===== src/rtl/pcap_mbox_pkg.sv =====
package pcap_mbox_pkg;

   localparam int FIELD_W = 16;

   // flag byte codes (host-visible protocol)
   localparam logic [7:0] FLG_IDLE      = 8'h00;
   localparam logic [7:0] FLG_DONE      = 8'h01;
   localparam logic [7:0] FLG_BUSY      = 8'h02;
   localparam logic [7:0] FLG_CMD_READY = 8'h80;

   // completion status codes
   localparam logic [7:0] ST_OK       = 8'h00;
   localparam logic [7:0] ST_BAD_CODE = 8'h11;
   localparam logic [7:0] ST_BAD_LEN  = 8'h12;
   localparam logic [7:0] ST_FAULT    = 8'h15;

   // cap kinds
   localparam logic [7:0] CAP_KIND_NONE = 8'h00;
   localparam logic [7:0] CAP_KIND_HOST = 8'h02;

   // byte map
   localparam int AD_C_FLAG  = 0;
   localparam int AD_C_ID    = 1;
   localparam int AD_C_CODE  = 2;
   localparam int AD_C_LEN_H = 3;
   localparam int AD_C_LEN_L = 4;
   localparam int AD_C_ARG_H = 5;
   localparam int AD_C_ARG_L = 6;
   localparam int AD_R_FLAG  = 8;
   localparam int AD_R_ID    = 9;
   localparam int AD_R_CODE  = 10;
   localparam int AD_R_STAT  = 11;
   localparam int AD_R_LEN_H = 12;
   localparam int AD_R_LEN_L = 13;
   localparam int AD_R_DAT_H = 14;
   localparam int AD_R_DAT_L = 15;
   localparam int AD_STATE   = 16;
   localparam int AD_KIND    = 17;
   localparam int AD_CUR_H   = 18;
   localparam int AD_CUR_L   = 19;
   localparam int AD_HARD_H  = 20;
   localparam int AD_HARD_L  = 21;
   localparam int AD_SOFT_H  = 22;
   localparam int AD_SOFT_L  = 23;
   localparam int AD_MAX_H   = 24;
   localparam int AD_MAX_L   = 25;
   localparam int MAP_TOP    = 26;
   localparam int CMD_BYTES  = 7;

   typedef struct packed {
      logic [7:0]         flag;
      logic [7:0]         id;
      logic [7:0]         code;
      logic [FIELD_W-1:0] len;
      logic [FIELD_W-1:0] arg;
   } mb_cmd_t;

   typedef struct packed {
      logic [7:0]         status;
      logic [FIELD_W-1:0] len;
      logic [FIELD_W-1:0] data;
      logic               cap_we;
      logic [7:0]         cap_kind;
      logic [FIELD_W-1:0] cap_val;
   } mb_result_t;

   typedef enum logic {
      SEQ_IDLE    = 1'b0,
      SEQ_PUBLISH = 1'b1
   } seq_state_t;

endpackage


===== src/rtl/mbox_cmd_regs.sv =====
module mbox_cmd_regs
   import pcap_mbox_pkg::*;
#(
   parameter int ADDR_W = 5,
   parameter int BASE   = AD_C_FLAG
) (
   input  logic              clk,
   input  logic              rst_n,
   input  logic              wr_en,
   input  logic [ADDR_W-1:0] wr_addr,
   input  logic [7:0]        wr_data,
   input  logic              flag_clr,
   output mb_cmd_t           cmd_o
);

   localparam int NB = CMD_BYTES;

   logic [NB-1:0] hit;
   logic [7:0]    byte_q [NB];

   for (genvar gi = 0; gi < NB; gi++) begin : g_hit
      assign hit[gi] = wr_en && (wr_addr == ADDR_W'(BASE + gi));
   end

   always_ff @(posedge clk or negedge rst_n) begin
      if (!rst_n) begin
         for (int i = 0; i < NB; i++) byte_q[i] <= '0;
      end else begin
         for (int i = 0; i < NB; i++) begin
            if (hit[i]) byte_q[i] <= wr_data;
         end
         // engine release of the slot wins over a host write
         if (flag_clr) byte_q[0] <= FLG_IDLE;
      end
   end

   assign cmd_o = {byte_q[0], byte_q[1], byte_q[2], byte_q[3],
                   byte_q[4], byte_q[5], byte_q[6]};

   // slot release lands on the next cycle even under a host write
   p_flag_release_r9: assert property (@(posedge clk) disable iff (!rst_n)
      flag_clr |=> (cmd_o.flag == FLG_IDLE));

endmodule


===== src/rtl/pcap_cmd_decode.sv =====
module pcap_cmd_decode
   import pcap_mbox_pkg::*;
#(
   parameter int         CAP_MAX_W      = 100,
   parameter int         CAP_HARD_MIN_W = 10,
   parameter logic [7:0] SET_CAP_CODE   = 8'hD1
) (
   input  logic [7:0]         rsp_flag_i,
   input  logic [7:0]         code_i,
   input  logic [FIELD_W-1:0] len_i,
   input  logic [FIELD_W-1:0] arg_i,
   input  logic [FIELD_W-1:0] cap_now_i,
   output mb_result_t         res_o
);

   localparam logic [FIELD_W-1:0] MAXV     = FIELD_W'(CAP_MAX_W);
   localparam logic [FIELD_W-1:0] MINV     = FIELD_W'(CAP_HARD_MIN_W);
   localparam logic [FIELD_W-1:0] WORD_LEN = FIELD_W'(2);

   logic [FIELD_W-1:0] clamped;

   always_comb begin
      if (arg_i < MINV)      clamped = MINV;
      else if (arg_i > MAXV) clamped = MAXV;
      else                   clamped = arg_i;
   end

   always_comb begin
      res_o          = '0;
      res_o.cap_kind = CAP_KIND_NONE;
      res_o.cap_val  = cap_now_i;
      if (rsp_flag_i != FLG_BUSY) begin
         res_o.status = ST_FAULT;
      end else if (code_i != SET_CAP_CODE) begin
         res_o.status = ST_BAD_CODE;
      end else if (len_i != WORD_LEN) begin
         res_o.status = ST_BAD_LEN;
         res_o.len    = WORD_LEN;
         res_o.data   = cap_now_i;
      end else if (arg_i == '0) begin
         res_o.status   = ST_OK;
         res_o.len      = WORD_LEN;
         res_o.data     = MAXV;
         res_o.cap_we   = 1'b1;
         res_o.cap_kind = CAP_KIND_NONE;
         res_o.cap_val  = MAXV;
      end else begin
         res_o.status   = ST_OK;
         res_o.len      = WORD_LEN;
         res_o.data     = clamped;
         res_o.cap_we   = 1'b1;
         res_o.cap_kind = CAP_KIND_HOST;
         res_o.cap_val  = clamped;
      end
   end

   // a written cap value never leaves the legal range
   always_comb begin
      if (res_o.cap_we) begin
         a_cap_in_range_r7: assert (res_o.cap_val >= MINV && res_o.cap_val <= MAXV);
      end
   end

endmodule


===== src/rtl/pcap_sequencer.sv =====
module pcap_sequencer
   import pcap_mbox_pkg::*;
#(
   parameter int CAP_MAX_W      = 100,
   parameter int CAP_HARD_MIN_W = 10
) (
   input  logic               clk,
   input  logic               rst_n,
   input  logic               tick_i,
   input  logic [7:0]         cmd_flag_i,
   input  logic [7:0]         cmd_id_i,
   input  logic [7:0]         cmd_code_i,
   input  mb_result_t         res_i,
   input  logic               host_flag_we_i,
   input  logic [7:0]         host_flag_d_i,
   output logic [7:0]         rsp_flag_o,
   output logic [7:0]         rsp_id_o,
   output logic [7:0]         rsp_code_o,
   output logic [7:0]         rsp_stat_o,
   output logic [FIELD_W-1:0] rsp_len_o,
   output logic [FIELD_W-1:0] rsp_data_o,
   output logic [7:0]         cap_kind_o,
   output logic [FIELD_W-1:0] cap_cur_o,
   output logic               cmd_clr_o,
   output logic               irq_o
);

   localparam logic [FIELD_W-1:0] MAXV = FIELD_W'(CAP_MAX_W);
   localparam logic [FIELD_W-1:0] MINV = FIELD_W'(CAP_HARD_MIN_W);

   seq_state_t st_q;
   logic       fire;
   logic       first_poll;

   assign fire       = (st_q == SEQ_IDLE) && tick_i && (cmd_flag_i == FLG_CMD_READY);
   assign first_poll = (rsp_flag_o == FLG_IDLE);
   assign cmd_clr_o  = (st_q == SEQ_PUBLISH);

   always_ff @(posedge clk or negedge rst_n) begin
      if (!rst_n) begin
         st_q       <= SEQ_IDLE;
         rsp_flag_o <= FLG_IDLE;
         rsp_id_o   <= '0;
         rsp_code_o <= '0;
         rsp_stat_o <= '0;
         rsp_len_o  <= '0;
         rsp_data_o <= '0;
         cap_kind_o <= CAP_KIND_NONE;
         cap_cur_o  <= MAXV;
         irq_o      <= 1'b0;
      end else begin
         irq_o <= (st_q == SEQ_PUBLISH);
         if (host_flag_we_i) rsp_flag_o <= host_flag_d_i;
         unique case (st_q)
            SEQ_IDLE: begin
               if (fire) begin
                  if (first_poll) begin
                     rsp_flag_o <= FLG_BUSY;
                  end else begin
                     rsp_id_o   <= cmd_id_i;
                     rsp_code_o <= cmd_code_i;
                     rsp_stat_o <= res_i.status;
                     rsp_len_o  <= res_i.len;
                     rsp_data_o <= res_i.data;
                     if (res_i.cap_we) begin
                        cap_kind_o <= res_i.cap_kind;
                        cap_cur_o  <= res_i.cap_val;
                     end
                     st_q <= SEQ_PUBLISH;
                  end
               end
            end
            SEQ_PUBLISH: begin
               rsp_flag_o <= FLG_DONE;
               st_q       <= SEQ_IDLE;
            end
            default: st_q <= SEQ_IDLE;
         endcase
      end
   end

   // first poll only marks the response busy
   p_busy_step_r3: assert property (@(posedge clk) disable iff (!rst_n)
      (fire && first_poll) |=> (rsp_flag_o == FLG_BUSY && !irq_o && st_q == SEQ_IDLE));

   // without a qualifying poll the response record holds
   p_quiet_r2: assert property (@(posedge clk) disable iff (!rst_n)
      (st_q == SEQ_IDLE && !fire) |=>
         ($stable(rsp_stat_o) && $stable(rsp_len_o) && $stable(rsp_data_o) && $stable(cap_cur_o)));

   // unexpected response flag completes with the fault status
   p_fault_r4: assert property (@(posedge clk) disable iff (!rst_n)
      (fire && rsp_flag_o != FLG_IDLE && rsp_flag_o != FLG_BUSY) |=>
         (rsp_stat_o == ST_FAULT && rsp_len_o == '0 && st_q == SEQ_PUBLISH));

   // publish raises the ready flag together with the interrupt
   p_publish_r9: assert property (@(posedge clk) disable iff (!rst_n)
      (st_q == SEQ_PUBLISH) |=> (rsp_flag_o == FLG_DONE && irq_o && st_q == SEQ_IDLE));

   // interrupt request is a single-cycle pulse
   p_irq_pulse_r9: assert property (@(posedge clk) disable iff (!rst_n)
      irq_o |=> !irq_o);

   // stored cap stays within the hard minimum and maximum
   p_cap_range_r7: assert property (@(posedge clk) disable iff (!rst_n)
      (cap_cur_o >= MINV && cap_cur_o <= MAXV));

endmodule


===== src/rtl/pcap_mbox_engine.sv =====
module pcap_mbox_engine
   import pcap_mbox_pkg::*;
#(
   parameter int         ADDR_W         = 5,
   parameter int         CAP_MAX_W      = 100,
   parameter int         CAP_HARD_MIN_W = 10,
   parameter int         CAP_SOFT_MIN_W = 20,
   parameter logic [7:0] SET_CAP_CODE   = 8'hD1,
   parameter logic [7:0] ACTIVE_STATE   = 8'h03
) (
   input  logic              clk,
   input  logic              rst_n,
   input  logic              tick_i,
   input  logic              hst_we_i,
   input  logic [ADDR_W-1:0] hst_waddr_i,
   input  logic [7:0]        hst_wdata_i,
   input  logic [ADDR_W-1:0] hst_raddr_i,
   output logic [7:0]        hst_rdata_o,
   output logic              msg_irq_o
);

   localparam logic [FIELD_W-1:0] MAXV  = FIELD_W'(CAP_MAX_W);
   localparam logic [FIELD_W-1:0] HARDV = FIELD_W'(CAP_HARD_MIN_W);
   localparam logic [FIELD_W-1:0] SOFTV = FIELD_W'(CAP_SOFT_MIN_W);

   initial begin
      a_addr_fits: assert ((1 << ADDR_W) >= MAP_TOP)
         else $error("ADDR_W too small for the mailbox map");
      a_limit_order: assert (CAP_HARD_MIN_W > 0 && CAP_HARD_MIN_W <= CAP_SOFT_MIN_W &&
                             CAP_SOFT_MIN_W <= CAP_MAX_W && CAP_MAX_W < (1 << FIELD_W))
         else $error("cap limits out of order");
   end

   mb_cmd_t            cmd;
   mb_result_t         res;
   logic               cmd_clr;
   logic               host_flag_we;
   logic [7:0]         rsp_flag, rsp_id, rsp_code, rsp_stat, cap_kind;
   logic [FIELD_W-1:0] rsp_len, rsp_data, cap_cur;

   assign host_flag_we = hst_we_i && (hst_waddr_i == ADDR_W'(AD_R_FLAG));

   mbox_cmd_regs #(.ADDR_W(ADDR_W), .BASE(AD_C_FLAG)) u_cmd (
      .clk      (clk),
      .rst_n    (rst_n),
      .wr_en    (hst_we_i),
      .wr_addr  (hst_waddr_i),
      .wr_data  (hst_wdata_i),
      .flag_clr (cmd_clr),
      .cmd_o    (cmd)
   );

   pcap_cmd_decode #(
      .CAP_MAX_W      (CAP_MAX_W),
      .CAP_HARD_MIN_W (CAP_HARD_MIN_W),
      .SET_CAP_CODE   (SET_CAP_CODE)
   ) u_dec (
      .rsp_flag_i (rsp_flag),
      .code_i     (cmd.code),
      .len_i      (cmd.len),
      .arg_i      (cmd.arg),
      .cap_now_i  (cap_cur),
      .res_o      (res)
   );

   pcap_sequencer #(
      .CAP_MAX_W      (CAP_MAX_W),
      .CAP_HARD_MIN_W (CAP_HARD_MIN_W)
   ) u_seq (
      .clk            (clk),
      .rst_n          (rst_n),
      .tick_i         (tick_i),
      .cmd_flag_i     (cmd.flag),
      .cmd_id_i       (cmd.id),
      .cmd_code_i     (cmd.code),
      .res_i          (res),
      .host_flag_we_i (host_flag_we),
      .host_flag_d_i  (hst_wdata_i),
      .rsp_flag_o     (rsp_flag),
      .rsp_id_o       (rsp_id),
      .rsp_code_o     (rsp_code),
      .rsp_stat_o     (rsp_stat),
      .rsp_len_o      (rsp_len),
      .rsp_data_o     (rsp_data),
      .cap_kind_o     (cap_kind),
      .cap_cur_o      (cap_cur),
      .cmd_clr_o      (cmd_clr),
      .irq_o          (msg_irq_o)
   );

   always_comb begin
      hst_rdata_o = '0;
      case (hst_raddr_i)
         ADDR_W'(AD_C_FLAG):  hst_rdata_o = cmd.flag;
         ADDR_W'(AD_C_ID):    hst_rdata_o = cmd.id;
         ADDR_W'(AD_C_CODE):  hst_rdata_o = cmd.code;
         ADDR_W'(AD_C_LEN_H): hst_rdata_o = cmd.len[15:8];
         ADDR_W'(AD_C_LEN_L): hst_rdata_o = cmd.len[7:0];
         ADDR_W'(AD_C_ARG_H): hst_rdata_o = cmd.arg[15:8];
         ADDR_W'(AD_C_ARG_L): hst_rdata_o = cmd.arg[7:0];
         ADDR_W'(AD_R_FLAG):  hst_rdata_o = rsp_flag;
         ADDR_W'(AD_R_ID):    hst_rdata_o = rsp_id;
         ADDR_W'(AD_R_CODE):  hst_rdata_o = rsp_code;
         ADDR_W'(AD_R_STAT):  hst_rdata_o = rsp_stat;
         ADDR_W'(AD_R_LEN_H): hst_rdata_o = rsp_len[15:8];
         ADDR_W'(AD_R_LEN_L): hst_rdata_o = rsp_len[7:0];
         ADDR_W'(AD_R_DAT_H): hst_rdata_o = rsp_data[15:8];
         ADDR_W'(AD_R_DAT_L): hst_rdata_o = rsp_data[7:0];
         ADDR_W'(AD_STATE):   hst_rdata_o = ACTIVE_STATE;
         ADDR_W'(AD_KIND):    hst_rdata_o = cap_kind;
         ADDR_W'(AD_CUR_H):   hst_rdata_o = cap_cur[15:8];
         ADDR_W'(AD_CUR_L):   hst_rdata_o = cap_cur[7:0];
         ADDR_W'(AD_HARD_H):  hst_rdata_o = HARDV[15:8];
         ADDR_W'(AD_HARD_L):  hst_rdata_o = HARDV[7:0];
         ADDR_W'(AD_SOFT_H):  hst_rdata_o = SOFTV[15:8];
         ADDR_W'(AD_SOFT_L):  hst_rdata_o = SOFTV[7:0];
         ADDR_W'(AD_MAX_H):   hst_rdata_o = MAXV[15:8];
         ADDR_W'(AD_MAX_L):   hst_rdata_o = MAXV[7:0];
         default:             hst_rdata_o = '0;
      endcase
   end

endmodule


===== config.mk =====
export PLATFORM = sky130hd
export DESIGN_NAME = pcap_mbox_engine
export DESIGN_NICKNAME = d
export VERILOG_FILES = /design/src/rtl/pcap_mbox_pkg.sv /design/src/rtl/mbox_cmd_regs.sv /design/src/rtl/pcap_cmd_decode.sv /design/src/rtl/pcap_sequencer.sv /design/src/rtl/pcap_mbox_engine.sv
export SDC_FILE = /design/constraint.sdc
export NUM_CORES = 1
export LEC_CHECK = 0
export BUFFER_PORTS_ARGS = -buffer_cell sky130_fd_sc_hd__buf_2
export CAP_MARGIN = 20
export CORE_MARGIN = 2
export CORE_UTILIZATION = 53
export DETAILED_ROUTE_END_ITERATION = 10
export PLACE_DENSITY = 0.69
export SYNTH_ARGS = -nofsm -noshare
export SYNTH_HDL_FRONTEND = slang
export SYNTH_SLANG_ARGS = --single-unit

===== constraint.sdc =====
create_clock -name clk -period 2.2 [get_ports clk]
set_input_delay 0.44 -clock clk [delete_from_list [all_inputs] [get_ports clk]]
set_output_delay 0.44 -clock clk [all_outputs]
set_load 0.02 [all_outputs]

Yosys cells after proc, flatten, opt, wreduce, memory -nomap -nowiden

Index checks and enable logic that the tools add are counted.

Register bits: 146

$lt $le $gt $ge: 2
Equality and inequality tests: 32
Muxes and demuxes: 19
Bitwise gates (word level): 5
Reductions and logical operators: 18

Operator list:

| kind                                                                          | number |
|---|---|
| 8-bit one-hot mux with 22 select lines                                        | 1 |
| 57-bit two-way mux                                                            | 2 |
| 8-bit two-way mux                                                             | 7 |
| 5-bit by 4-bit == test with 1-bit output, second input constant               | 9 |
| 41-bit two-way mux                                                            | 1 |
| 40-bit two-way mux                                                            | 1 |
| 5-bit == test, second input constant                                          | 7 |
| 16-bit two-way mux                                                            | 2 |
| 5-bit by 3-bit == test with 1-bit output, second input constant               | 6 |
| 25-bit two-way mux                                                            | 1 |
| 5-bit by 2-bit == test with 1-bit output, second input constant               | 4 |
| 16-bit by 7-bit > comparator with 1-bit output, second input constant         | 1 |
| 16-bit logical NOT                                                            | 1 |
| 16-bit by 4-bit less-than comparator with 1-bit output, second input constant | 1 |
| 16-bit by 2-bit inequality test with 1-bit output, second input constant      | 1 |
| 8-bit one-hot mux with 2 select lines                                         | 1 |
| 5-bit by 1-bit == test with 1-bit output, second input constant               | 2 |
| 1-bit logical AND                                                             | 10 |
| 5-bit logical NOT                                                             | 2 |
| 8-bit == test, second input constant                                          | 1 |
| 8-bit logical NOT                                                             | 1 |
| 8-bit by 2-bit inequality test with 1-bit output, second input constant       | 1 |
| 8-bit inequality test, second input constant                                  | 1 |
| 7-bit AND reduction                                                           | 1 |
| other kinds (6)                                                               | 11 |

Longest topological paths before layout

Depth after elaboration: 8
Depth in mapped cells: 7

Hierarchy

Synthesis repeated with hierarchy kept, for this count alone.

Cell total of the unflattened synthesis: 692
Area total of the unflattened synthesis: 8,219.1 um^2

By module, submodules not included:

| module           | instances | cells an instance | area each (um^2) |
|---|---|---|---|
| pcap_sequencer   | 1         | 210               | 3,631.0 |
| mbox_cmd_regs    | 1         | 144               | 2,329.7 |
| pcap_mbox_engine | 1         | 218               | 1,472.7 |
| pcap_cmd_decode  | 1         | 120               | 785.8 |

Worst setup path before layout

Ideal clock, no wire load.

Path kind: input to output
Start point: in hst_raddr_i[2]
End point: out hst_rdata_o[7]
Arrival time: 1.818 ns
Setup slack: -0.058 ns
Cell stages on the path: 6
Path buffers: 1
Path through: buf_2 > or3_1 > nor2_1 > a22oi_1 > and3_1 > nand4_1

Longest elaborated chain between the ends: 2
Elaborated cells between the ends (all ways): 23

RTL lines:

| element                                    | RTL line               | text |
|---|---|---|
| from (decl)                                | pcap_mbox_engine.sv:17 | `input logic [ADDR_W-1:0] hst_raddr_i,` |
| 5-bit == test (tied with other cells)      | pcap_mbox_engine.sv:93 | `case (hst_raddr_i)` |
| 8-bit one-hot mux with 22 select lines (*) | pcap_mbox_engine.sv:93 |  |
| to (decl)                                  | pcap_mbox_engine.sv:18 | `output logic [7:0] hst_rdata_o,` |

Every way passes the cells marked *; elsewhere a longest branch is shown, timed or not.

Worst setup path in the final report

Start point: reg u_seq.rsp_stat_o[2]
End point: out hst_rdata_o[2]

Longest elaborated chain between the ends: 1

RTL lines:

| element                                | RTL line               | text |
|---|---|---|
| from (decl)                            | pcap_sequencer.sv:19   | `output logic [7:0] rsp_stat_o,` |
| from (signal assigned)                 | pcap_sequencer.sv:62   | `rsp_stat_o <= res_i.status;` |
| 8-bit one-hot mux with 22 select lines | pcap_mbox_engine.sv:93 |  |

Every way passes these cells.

==> out/summary.txt <==
Outcome: finished with violations
Failing checks: negative setup slack
End of the worst register-to-register path: u_seq.rsp_data_o[14]$_DFFE_PN0P_
Cell Rows: 38
DP HPWL: 13600 um
# diodes: 0
Share of post-route cells with drive strength above 1: 0.412
Synth Warn #: 0
Setup ws final: -0.252 ns
First-pass GRT wire length: 30000 um
Die Wd: 109 um
Chip height: 109 um
Hold Crit Class: primary input to flop
CTS root buf: clkbuf_8
Slew @ Worst Pin: 0.589 ns
Crit path kind: flop to output pin
Max_cap viols: 0
Final net count: 672
Tmin final: 2.45 ns
Wire per inst: 24.4 um
Critical Path RT: 1.76 ns
Setup Skew: 0.00735 ns
Grt total ovfl: 0
Post-synth EDFFs: 0
Total negative slack: -1.46 ns
Syn_nets: 553
Post-synthesis sequential area ratio: 0.517
Synth top area cells: dfrtp_1 (50%), mux2_2 (9.5%), nand2_1 (5.0%)
Slew HR: 0.607
CP cell instances: and3_4, a2111oi_4, nand3_1, a211o_1, buf_6
Gate Count Post-Synth: 531
Synthesized cell area: 5820 um^2
RSZ-0062 raised after global routing: yes
Most used DFF post-synth: dfrtp_1
Synth area leader: dfrtp_1
Startpoint Class: flop
FMAX: 0.408 GHz
DP Worst Slack: -0.491 ns
DRT Pass-1 Iters: 5
Die ar.: 11800 um^2
Cell area power density: 942 nW/um^2
Max VDD drop: 709 uV
DP Cell Count: 758
Flop2flop setup slack: 0.07 ns
Final non-filler cell total: 803
Clock slew at reported path FFs: 0.06 ns
Hold Path Sink: u_cmd.cmd_o[49]$_DFFE_PN0P_
CTS max path bufs: 2
Largest net degree at the start of global routing: 44
Arrival @ worst endpoint: 2.01 ns
Initial Util: 0.539
PortBufs: 30
Post-route DRC: 0
Vias: 5170
Reg2reg start: u_cmd.cmd_o[49]$_DFFE_PN0P_
CTS tree: done
Cts bufs inserted: 17
IO Count: 31
Core Region: 10800 um^2
Crit share post-route: 1.11
CP max FO: 2
Synth top area share: 0.503
Area Overhead vs Synth: 33.7%
Hold Path Stages: 3
Yosys cell types: 60
ANT nets after route: 0
Clk_lat worst skew: 0.53 ns
Via-to-Cell Ratio: 6.44
Crit-path slowest cell: dfrtp_1
Slowest stage delay, CP: 0.41 ns
Vias in the first global route: 5204
Worst Min Path Start: hst_wdata_i[1]
TritonCTS Sinks: 120
Final setup violation count: 8
Critical Path End Type: output pin
Leakage Power: 0.00377 uW
Max-slew violation count: 0
Routed WL: 19600 um
Synth Register Bits: 120
Final hold viol count: 0
Avg Inst Size Synth: 11.0 um^2
Initial antenna violation count: 0
# H-tree levels: 4
R2r worst-path depth: 7
GPL Wtd Cong: 1.05
Initial DRC Count: 515
Global Route Usage Sum: 0.353
Post-synth ARST share: 1.00
worst max-delay path by stage:
stage	to	slack, ns	startpoint
detailed placement	hst_rdata_o[1]	-0.49	hst_raddr_i[3]
finish	hst_rdata_o[2]	-0.25	u_seq.rsp_stat_o[2]$_DFFE_PN0P_
global placement	hst_rdata_o[1]	-0.41	hst_raddr_i[3]
CTS	hst_rdata_o[3]	-0.25	u_seq.cap_cur_o[11]$_DFFE_PN0P_
global route	hst_rdata_o[2]	-0.28	u_seq.rsp_stat_o[2]$_DFFE_PN0P_
floorplan	hst_rdata_o[7]	-0.02	hst_raddr_i[2]
flip-flops by register name, summed over array words and instances (netlist names), 4 cells and up:
register	count
u_seq.cap_cur_o	16
u_seq.rsp_data_o	16
u_seq.rsp_flag_o	8
u_seq.rsp_id_o	8
u_cmd.cmd_o	56
u_seq.rsp_code_o	8
u_seq.rsp_stat_o	4
critical path, delay by kind of cell (launching register included):
| kind | cells | cell delay (ns) |
|---|---|---|
| buffers and inverters | 1 | 0.14 |
| AND/OR/NAND/NOR | 2 | 0.30 |
| flip-flops | 1 | 0.41 |
| AO/OA/AOI/OAI | 2 | 0.63 |
synthesized netlist by cell type (all sizes together), types with 3 or more instances:
cell type and n:
and2 14, or2 4, clkbuf 17, a32oi 6
and3 8, nand4 6, nand2 78, nor4b 4
dfstp 3, nor2 36, nor4bb 3, mux2i 15
nand3 8, a21oi 8, or3 6, a22oi 38
buf 6, nor3 9, o211ai 3, nor2b 7
inv 3, mux2 57, a22o 11, nand3b 3
dfrtp 117, nor4 8, nand2b 10, nor3b 5
o21ai 7
per-layer routing:
metal	wire length, um	track usage
met1	8040	0.482
met2	8930	0.532
met3	1800	0.0968
met4	810	0.149
met5	0	0.00446
cell usage in the layout (no fill, tap or decap), types with 4 or more instances in the layout:
master and instances:
nor2_2 4, buf_6 17, buf_2 16, a22o_1 11, buf_4 83, nand2_1 77
clkbuf_8 4, a32oi_1 6, buf_12 5, nand2b_1 6, and3_1 6, nand3_1 8
a21oi_1 7, nor4_1 4, dfrtp_1 115, nor2_1 29, nor2b_1 6, a22oi_2 6
mux2_2 49, and2_1 11, clkbuf_16 16, nand4_1 6, a22oi_1 32, o21ai_0 6
mux2i_1 15, nor3_1 5, mux2_4 8, clkinv_2 5
metrics by stage:
stage               area, um^2  total power, uW  hold slack, ns  utilization
floorplan                 5840             3700           0.144            -
global placement          6720             4340           0.462        0.623
detailed placement        6720             4400           0.468        0.623
CTS                       7630             7210           0.271        0.707
global route              7780             7600           0.296        0.721
finish                    7780             7330           0.282        0.721
cell type report:
class / instances / area, um^2
clock buffer: 20 / 455
clock inverter: 12 / 125
fill: 749 / 3010
inverter: 3 / 11.3
multi-input combinational: 385 / 2990
sequential: 120 / 3010
tap: 140 / 175
timing repair buffer: 123 / 1020
power breakdown:
group / switching (uW) / total [uW] / leakage [uW] / internal (uW)
clock network: 1030 / 2720 / 0.000282 / 1690
registers: 512 / 3160 / 0.00158 / 2650
logic: 726 / 1440 / 0.00191 / 717
repair_timing:
action | in CTS | in global routing
endpoints found under the setup margin | 16 | 22
buffers inserted | 7 | 5
hold buffers | 1 | 0
pin swaps | 27 | 12
hold endpoints to repair | 37 | 0
gates resized for setup | 70 | 21
cells by family (layout without fill, tap and decap cells):
family | after synthesis | count (layout) | synth area share
buffers and inverters | 26 | 158 | 0.0189
DFF | 120 | 120 | 0.517
AOI/OAI and AO/OA | 97 | 97 | 0.125
and+or+nand+nor | 216 | 216 | 0.198
muxes | 72 | 72 | 0.141
No activity file was read; power rests on OpenSTA's default activity.
